### src/rtl/mcc_pkg.sv
package mcc_pkg;

  localparam int DW    = 8;
  localparam int UA_W  = 5;
  localparam int IMM_W = 4;
  localparam int OP_W  = 4;

  typedef enum logic [1:0] {
    NX_STEP  = 2'b00,
    NX_RSV   = 2'b01,
    NX_FETCH = 2'b10,
    NX_DISP  = 2'b11
  } nxt_t;

  // packed MSB first: bit 31 down to bit 0
  typedef struct packed {
    logic [9:0]       spare;
    logic             rd;
    logic             mdr_sel;
    logic             mdr_we;
    logic             ir_we;
    logic             pc_we;
    logic             mar_we;
    logic [1:0]       cin;
    logic             mode;
    logic [OP_W-1:0]  op;
    logic [IMM_W-1:0] imm;
    logic             imm_oe;
    logic             mdr_oe;
    logic             pc_oe;
    nxt_t             nxt;
  } cw_t;

  localparam int CW_W = $bits(cw_t);

  localparam logic [OP_W-1:0] ALU_ADD  = 4'b1001;
  localparam logic [1:0]      CIN_ONE  = 2'b00;
  localparam logic [1:0]      CIN_ZERO = 2'b01;

  localparam logic [UA_W-1:0] UA_FETCH = '0;
  localparam logic [UA_W-1:0] UA_F1    = UA_FETCH + 1'b1;
  localparam logic [UA_W-1:0] UA_F2    = UA_FETCH + 2'd2;
  localparam logic [UA_W-1:0] UA_JMP   = 5'd27;
  localparam logic [UA_W-1:0] UA_J1    = UA_JMP + 1'b1;
  localparam logic [UA_W-1:0] UA_J2    = UA_JMP + 2'd2;

  function automatic cw_t ucode_word(logic [UA_W-1:0] a);
    cw_t w;
    w     = '0;
    w.nxt = NX_FETCH;
    case (a)
      UA_FETCH, UA_JMP: begin
        w.nxt    = NX_STEP;
        w.pc_oe  = 1'b1;
        w.imm_oe = 1'b1;
        w.op     = ALU_ADD;
        w.cin    = CIN_ZERO;
        w.mar_we = 1'b1;
      end
      UA_F1: begin
        w.nxt   = NX_STEP;
        w.rd    = 1'b1;
        w.ir_we = 1'b1;
      end
      UA_F2: begin
        w.nxt    = NX_DISP;
        w.pc_oe  = 1'b1;
        w.imm_oe = 1'b1;
        w.imm    = 4'd1;
        w.op     = ALU_ADD;
        w.cin    = CIN_ZERO;
        w.pc_we  = 1'b1;
      end
      UA_J1: begin
        w.nxt     = NX_STEP;
        w.rd      = 1'b1;
        w.mdr_we  = 1'b1;
        w.mdr_sel = 1'b1;
      end
      UA_J2: begin
        w.nxt    = NX_FETCH;
        w.mdr_oe = 1'b1;
        w.imm_oe = 1'b1;
        w.op     = ALU_ADD;
        w.cin    = CIN_ZERO;
        w.pc_we  = 1'b1;
      end
      default: w.nxt = NX_FETCH;
    endcase
    return w;
  endfunction

endpackage

### src/rtl/mcc_ucode_rom.sv
module mcc_ucode_rom
  import mcc_pkg::*;
(
  input  logic [UA_W-1:0] addr,
  output cw_t             word
);

  always_comb begin
    word = ucode_word(addr);
  end

endmodule

### src/rtl/mcc_sequencer.sv
module mcc_sequencer
  import mcc_pkg::*;
#(
  parameter logic [DW-1:0] JMP_OPC = 8'h20
)(
  input  logic            clk,
  input  logic            rst_n,
  input  logic [DW-1:0]   ir,
  output logic [UA_W-1:0] upc,
  output cw_t             cw
);

  logic [UA_W-1:0] upc_q, upc_d, disp_ua;
  cw_t             cw_q, cw_d;

  // opcode to routine entry; unknown opcodes fall back to fetch
  always_comb begin
    if (ir == JMP_OPC) disp_ua = UA_JMP;
    else               disp_ua = UA_FETCH;
  end

  always_comb begin
    case (cw_q.nxt)
      NX_FETCH: upc_d = UA_FETCH;
      NX_DISP:  upc_d = disp_ua;
      default:  upc_d = upc_q + 1'b1;
    endcase
  end

  // look up the word of the next step so the control word is a flop output
  mcc_ucode_rom u_rom (
    .addr (upc_d),
    .word (cw_d)
  );

  always_ff @(posedge clk or negedge rst_n) begin
    if (!rst_n) begin
      upc_q <= UA_FETCH;
      cw_q  <= ucode_word(UA_FETCH);
    end else begin
      upc_q <= upc_d;
      cw_q  <= cw_d;
    end
  end

  assign upc = upc_q;
  assign cw  = cw_q;

  a_r4_step: assert property (@(posedge clk) disable iff (!rst_n)
    (cw_q.nxt == NX_STEP) |=> (upc_q == $past(upc_q) + 1'b1));

  a_r4_return: assert property (@(posedge clk) disable iff (!rst_n)
    (cw_q.nxt == NX_FETCH) |=> (upc_q == UA_FETCH));

  a_r6_dispatch_jmp: assert property (@(posedge clk) disable iff (!rst_n)
    (cw_q.nxt == NX_DISP && ir == JMP_OPC) |=> (upc_q == UA_JMP));

  a_r7_dispatch_unknown: assert property (@(posedge clk) disable iff (!rst_n)
    (cw_q.nxt == NX_DISP && ir != JMP_OPC) |=> (upc_q == UA_FETCH));

  a_r8_rd_steps: assert property (@(posedge clk) disable iff (!rst_n)
    cw_q.rd |-> (upc_q == UA_F1 || upc_q == UA_J1));

endmodule

### src/rtl/mcc_datapath.sv
module mcc_datapath
  import mcc_pkg::*;
(
  input  logic          clk,
  input  logic          rst_n,
  input  cw_t           cw,
  input  logic [DW-1:0] mem_rdata,
  output logic [DW-1:0] mar,
  output logic [DW-1:0] pc,
  output logic [DW-1:0] ir,
  output logic [DW-1:0] mdr
);

  logic [DW-1:0] pc_q, pc_d, mar_q, mar_d, ir_q, ir_d, mdr_q, mdr_d;
  logic [DW-1:0] a_bus, b_bus, alu_y;
  logic          cin;

  // adder operands
  always_comb begin
    if (cw.pc_oe)       a_bus = pc_q;
    else if (cw.mdr_oe) a_bus = mdr_q;
    else                a_bus = '0;
    b_bus = cw.imm_oe ? {{(DW-IMM_W){1'b0}}, cw.imm} : '0;
    cin   = (cw.cin == CIN_ONE);
  end

  always_comb begin
    if (cw.mode)              alu_y = a_bus & b_bus;
    else if (cw.op == ALU_ADD) alu_y = a_bus + b_bus + {{(DW-1){1'b0}}, cin};
    else                      alu_y = a_bus;
  end

  // next-state with explicit enables
  always_comb begin
    pc_d  = cw.pc_we  ? alu_y     : pc_q;
    mar_d = cw.mar_we ? alu_y     : mar_q;
    ir_d  = cw.ir_we  ? mem_rdata : ir_q;
    if (cw.mdr_we) mdr_d = cw.mdr_sel ? mem_rdata : alu_y;
    else           mdr_d = mdr_q;
  end

  always_ff @(posedge clk or negedge rst_n) begin
    if (!rst_n) begin
      pc_q  <= '0;
      mar_q <= '0;
      ir_q  <= '0;
      mdr_q <= '0;
    end else begin
      pc_q  <= pc_d;
      mar_q <= mar_d;
      ir_q  <= ir_d;
      mdr_q <= mdr_d;
    end
  end

  assign pc  = pc_q;
  assign mar = mar_q;
  assign ir  = ir_q;
  assign mdr = mdr_q;

  a_r5_increment: assert property (@(posedge clk) disable iff (!rst_n)
    (cw.pc_we && cw.pc_oe && cw.imm_oe && cw.imm == 4'd1 && cw.op == ALU_ADD
     && !cw.mode && cw.cin == CIN_ZERO) |=> (pc_q == $past(pc_q) + 1'b1));

  a_r6_pc_from_mdr: assert property (@(posedge clk) disable iff (!rst_n)
    (cw.pc_we && cw.mdr_oe && !cw.pc_oe && cw.imm_oe && cw.imm == '0
     && cw.op == ALU_ADD && !cw.mode && cw.cin == CIN_ZERO) |=> (pc_q == $past(mdr_q)));

  a_r8_ir_capture: assert property (@(posedge clk) disable iff (!rst_n)
    cw.ir_we |=> (ir_q == $past(mem_rdata)));

  a_r3_pc_hold: assert property (@(posedge clk) disable iff (!rst_n)
    !cw.pc_we |=> $stable(pc_q));

endmodule

### src/rtl/mcode_cpu_ctrl.sv
module mcode_cpu_ctrl
  import mcc_pkg::*;
#(
  parameter logic [DW-1:0] JMP_OPC = 8'h20
)(
  input  logic            clk,
  input  logic            rst_n,
  input  logic [DW-1:0]   mem_rdata,
  output logic [DW-1:0]   mem_addr,
  output logic            mem_rd,
  output logic            rom_sel,
  output logic            ram_sel,
  output logic [DW-1:0]   pc,
  output logic [UA_W-1:0] upc,
  output logic [CW_W-1:0] ctrl_word
);

  logic    rst_s1, rst_sync;
  cw_t     cw;
  logic [DW-1:0] mar, ir, mdr;

  // asynchronous assert, synchronous release
  always_ff @(posedge clk or negedge rst_n) begin
    if (!rst_n) begin
      rst_s1   <= 1'b0;
      rst_sync <= 1'b0;
    end else begin
      rst_s1   <= 1'b1;
      rst_sync <= rst_s1;
    end
  end

  mcc_sequencer #(.JMP_OPC(JMP_OPC)) u_seq (
    .clk   (clk),
    .rst_n (rst_sync),
    .ir    (ir),
    .upc   (upc),
    .cw    (cw)
  );

  mcc_datapath u_dp (
    .clk       (clk),
    .rst_n     (rst_sync),
    .cw        (cw),
    .mem_rdata (mem_rdata),
    .mar       (mar),
    .pc        (pc),
    .ir        (ir),
    .mdr       (mdr)
  );

  assign mem_addr  = mar;
  assign mem_rd    = cw.rd;
  assign rom_sel   = ~mar[DW-1];
  assign ram_sel   = mar[DW-1];
  assign ctrl_word = cw;

  a_r1_reset_state: assert property (@(posedge clk) disable iff (rst_n)
    1'b1 |=> (upc == '0 && pc == '0 && mem_addr == '0));

endmodule

### config.mk
export PLATFORM = sky130hd
export DESIGN_NAME = mcode_cpu_ctrl
export DESIGN_NICKNAME = d
export VERILOG_FILES = /design/src/rtl/mcc_pkg.sv /design/src/rtl/mcc_ucode_rom.sv /design/src/rtl/mcc_sequencer.sv /design/src/rtl/mcc_datapath.sv /design/src/rtl/mcode_cpu_ctrl.sv
export SDC_FILE = /design/constraint.sdc
export NUM_CORES = 1
export LEC_CHECK = 0
export ABC_CLOCK_PERIOD_IN_PS = 1800
export BUFFER_PORTS_ARGS = -buffer_cell sky130_fd_sc_hd__buf_2
export CAP_MARGIN = 40
export CORE_MARGIN = 3
export CORE_UTILIZATION = 40
export CTS_BUF_LIST = sky130_fd_sc_hd__clkbuf_2 sky130_fd_sc_hd__clkbuf_4 sky130_fd_sc_hd__clkbuf_8
export DETAILED_ROUTE_END_ITERATION = 7
export GPL_TIMING_DRIVEN = 0
export RECOVER_POWER = 100
export SYNTH_ARGS = -nofsm -noshare
export SYNTH_HDL_FRONTEND = slang
export SYNTH_SLANG_ARGS = --single-unit
### constraint.sdc
create_clock -name clk -period 1.8 [get_ports clk]
set_clock_uncertainty 0.05 [all_clocks]
set_input_delay 0.09 -clock clk [delete_from_list [all_inputs] [get_ports clk]]
set_output_delay 0.09 -clock clk [all_outputs]
set_load 0.02 [all_outputs]
==> results.py <==
metrics = {
    "run_status": {
        "outcome": "finished, violations left",
        "violations": "setup timing",
    },
    "synth": {
        "synth_top_area_share_pct": 44.64,
        "yosysTopAreaCell": "dfrtp_1",
        "synth-edff-count": 0,
        "synthDistinctLibCells": 49,
        "netlist_instances": 221,
        "ys_top_cells_by_area": "dfrtp_1 (45%), mux2_2 (13%), buf_4 (7.3%)",
        "yosysMostFrequentCell": "dfrtp_1",
        "avgSynthCellArea_sq_um": 11.67,
        "seq_area_frac_synth_pct": 47.70,
        "synth_ff_type": "dfrtp_1",
        "async_flop_share_pct": 100.0,
        "syn_area_sq_um": 2579,
        "yosysWarningCount": 0,
        "ys_ff_latch": 49,
        "synthTopCellsByCount": "dfrtp_1 (46), mux2_2 (30), buf_4 (25)",
    },
    "sta": {
        "fmax_ghz": 0.4462,
        "post-route-min-period_ps": 2241,
        "setup_viol": 15,
        "maxSlewHeadroom_pct": 42.96,
        "hold_viol": 0,
        "finalMaxSlewViolations": 0,
        "worst-slew-pin-transition_ps": 855.6,
        "rsz0062_at_grt": "yes",
        "period_share_pct": 124.5,
        "fin_setup_tns_ps": -3619,
        "finalWorstSetupSlack_ps": -441.3,
    },
    "die": {
        "io_pins": 66,
        "die_w_um": 86.29,
        "rows": 28,
        "die_area_sq_um": 7446,
        "core_area_sq_um": 6096,
        "initial_utilization_pct": 42.30,
        "die_h_um": 86.29,
    },
    "flow_run": {
        "cap_violations": 0,
    },
    "setup_path": {
        "arrival_ps": 2390,
        "criticalPathCategory": "flip-flop to flip-flop",
        "cp_data_required_time_ps": 1940,
        "start_kind": "flip-flop",
        "critPathCaptureType": "flip-flop",
        "critical_path.max_fanout": 4,
    },
    "detailed_routing": {
        "ant_nets": 0,
        "drt_first_pass_iters": 4,
        "vias": 1917,
        "first_iter_violations": 59,
        "drc": 0,
        "wl_um": 5448,
        "avgRoutedWirePerCell_um": 13.86,
        "drt-vias-per-instance": 4.878,
    },
    "final_layout": {
        "final.fill_count": 566,
        "stdcell_area_sq_um": 3407,
        "finalNetCount": 330,
        "multi_input_area_sq_um": 1316,
        "drive_gt1_share_pct": 40.25,
        "final-seq-area_sq_um": 1232,
        "n_antenna_cell": 0,
        "syn_to_final_growth_pct": 32.12,
    },
    "place": {
        "io_buffers": 48,
        "place_congestion": 0.8024,
        "dpl_cell_area_sq_um": 3039,
        "dp_hpwl_um": 3961,
    },
    "global_route": {
        "gr-usage-all-layers_pct": 14.74,
        "grt-ovfl-total": 0,
        "grt_pass1_wl_um": 8652,
        "grt_max_degree": 28,
        "antenna_found_initial": 0,
        "grt_pass1_vias": 1734,
    },
    "cts": {
        "clk_pin_slew_ps": 90,
        "numCtsBuffers": 5,
        "root_buffer": "clkbuf_8",
        "cts_tree": "yes",
        "clkLatencyLatePin_ps": 300,
        "htreeDepth": 2,
        "cts_sinks": 49,
        "clk_path_buf_depth": 2,
    },
    "power_and_ir_drop": {
        "ir_worst_vdd_v": 0.0007832,
        "power_density_nw_per_um2": 1432,
        "power.leakage_uw": 0.001666,
    },
    "worst_hold_path": {
        "hp-class": "input port to async pin",
    },
}
## routing by layer
layer / routed length (um) / GRT usage, % / vias to the layer above
met2: 2539 / 23.48 / 53
met3: 310 / 3.992 / 2
met4: 19 / 2.550 / 0
met5: 0 / 0 / -
li1: - / - / 931
met1: 2578 / 20.56 / 931
## final cells by class
class,count,share of cell area (%)
clock buffer,6,2.424
buffer,32,6.684
sequential,49,36.17
tap,75,2.754
clock inverter,2,0.5141
multi-input combinational,149,38.63
inverter,6,0.6610
timing repair buffer,74,12.16
## where the power goes
| part | switching, uW | internal, uW |
|---|---|---|
| Sequential | 306 | 1480 |
| Clock | 384 | 320 |
| Combinational | 1310 | 1070 |
| Total | 2000 | 2870 |
## placed cells by master, fill, tap and decap left out, types with 2 or more instances in the layout
cell	n
dfrtp_1	44
clkbuf_1	38
buf_4	38
mux2_2	24
conb_1	18
buf_2	17
nand2_1	16
dlygate4sd3_1	9
nand3_1	7
o21ai_0	6
inv_1	6
mux2_4	6
clkbuf_8	6
nand3b_1	4
nand4_1	4
nor2_1	3
a21o_1	3
buf_6	3
a211o_1	3
ha_4	3
dfstp_2	3
nor4b_1	2
xor2_1	2
nor2b_1	2
a21oi_1	2
or2_2	2
and3b_1	2
and2_1	2
o211ai_1	2
xnor2_1	2
nand4b_4	2
nand2_4	2
a221oi_4	2
a22oi_1	2
dfrtp_2	2
## sequential cells by signal (all words and copies together), names as in the netlist
register   flops
rst_s1         1
rst_sync       1
u_dp.ir        8
u_dp.mar       8
u_dp.mdr       8
u_dp.pc        8
u_seq.cw      10
u_seq.upc      5
## cells by family (layout without fill, tap and decap cells)
kind of cell	count (synthesis)	after routing	synth area share (%)
AND/OR/NAND/NOR	58	58	14.41
flip-flops	49	49	47.70
buffers and inverters	39	120	9.946
AO/OA/AOI/OAI	32	32	10.33
multiplexers	31	31	13.49
XOR/XNOR	7	7	2.378
adder cells (fa/ha/maj)	3	3	1.456
other	2	18	0.2912
## through the flow
| step | power (uW) | hold slack (ps) | util [%] | worst slack [ps] | instances |
|---|---|---|---|---|---|
| after floorplan | 3348 | -255.6 | - | -525.8 | 237 |
| after global placement | 3926 | -174.1 | 49.51 | -575.9 | 360 |
| after detailed placement | 3955 | -171.7 | 49.86 | -596.2 | 361 |
| after CTS | 4826 | 19.92 | 54.76 | -481.6 | 388 |
| after global routing | 5203 | 23.21 | 55.89 | -522.8 | 393 |
| final | 4877 | 34.55 | 55.89 | -441.3 | 393 |
## worst max-delay path, cell delays in order, from the launching register on
cell      delay [ps]
dfstp_2          590
nor2b_4           50
a22o_4           230
ha_4             260
a21o_1           160
ha_4             150
nand2_4           60
a221oi_2         190
xnor2_1          130
mux2_4           260
## timing repair
action,in CTS,in global routing
setup endpoints to repair,17,23
hold buffers,9,0
resized for setup,7,20
pin swaps,2,9
setup buffers,10,6
endpoints found under the hold margin,18,0
## final timing paths
kind,from,endpoint,slack [ps],cells after the start
min in group clk,rst_s1,rst_sync,310,0
worst min register to register,rst_sync,u_dp.ir[5],310,0
worst max-delay path,u_seq.cw[2],u_dp.pc[4],-440,9
max in group asynchronous,rst_sync,u_seq.upc[0],260,1
worst min-delay path,rst_n,rst_s1,30,2
worst max register to register,u_seq.cw[2],u_dp.pc[4],-440,9
No activity file was read; power rests on OpenSTA's default activity.
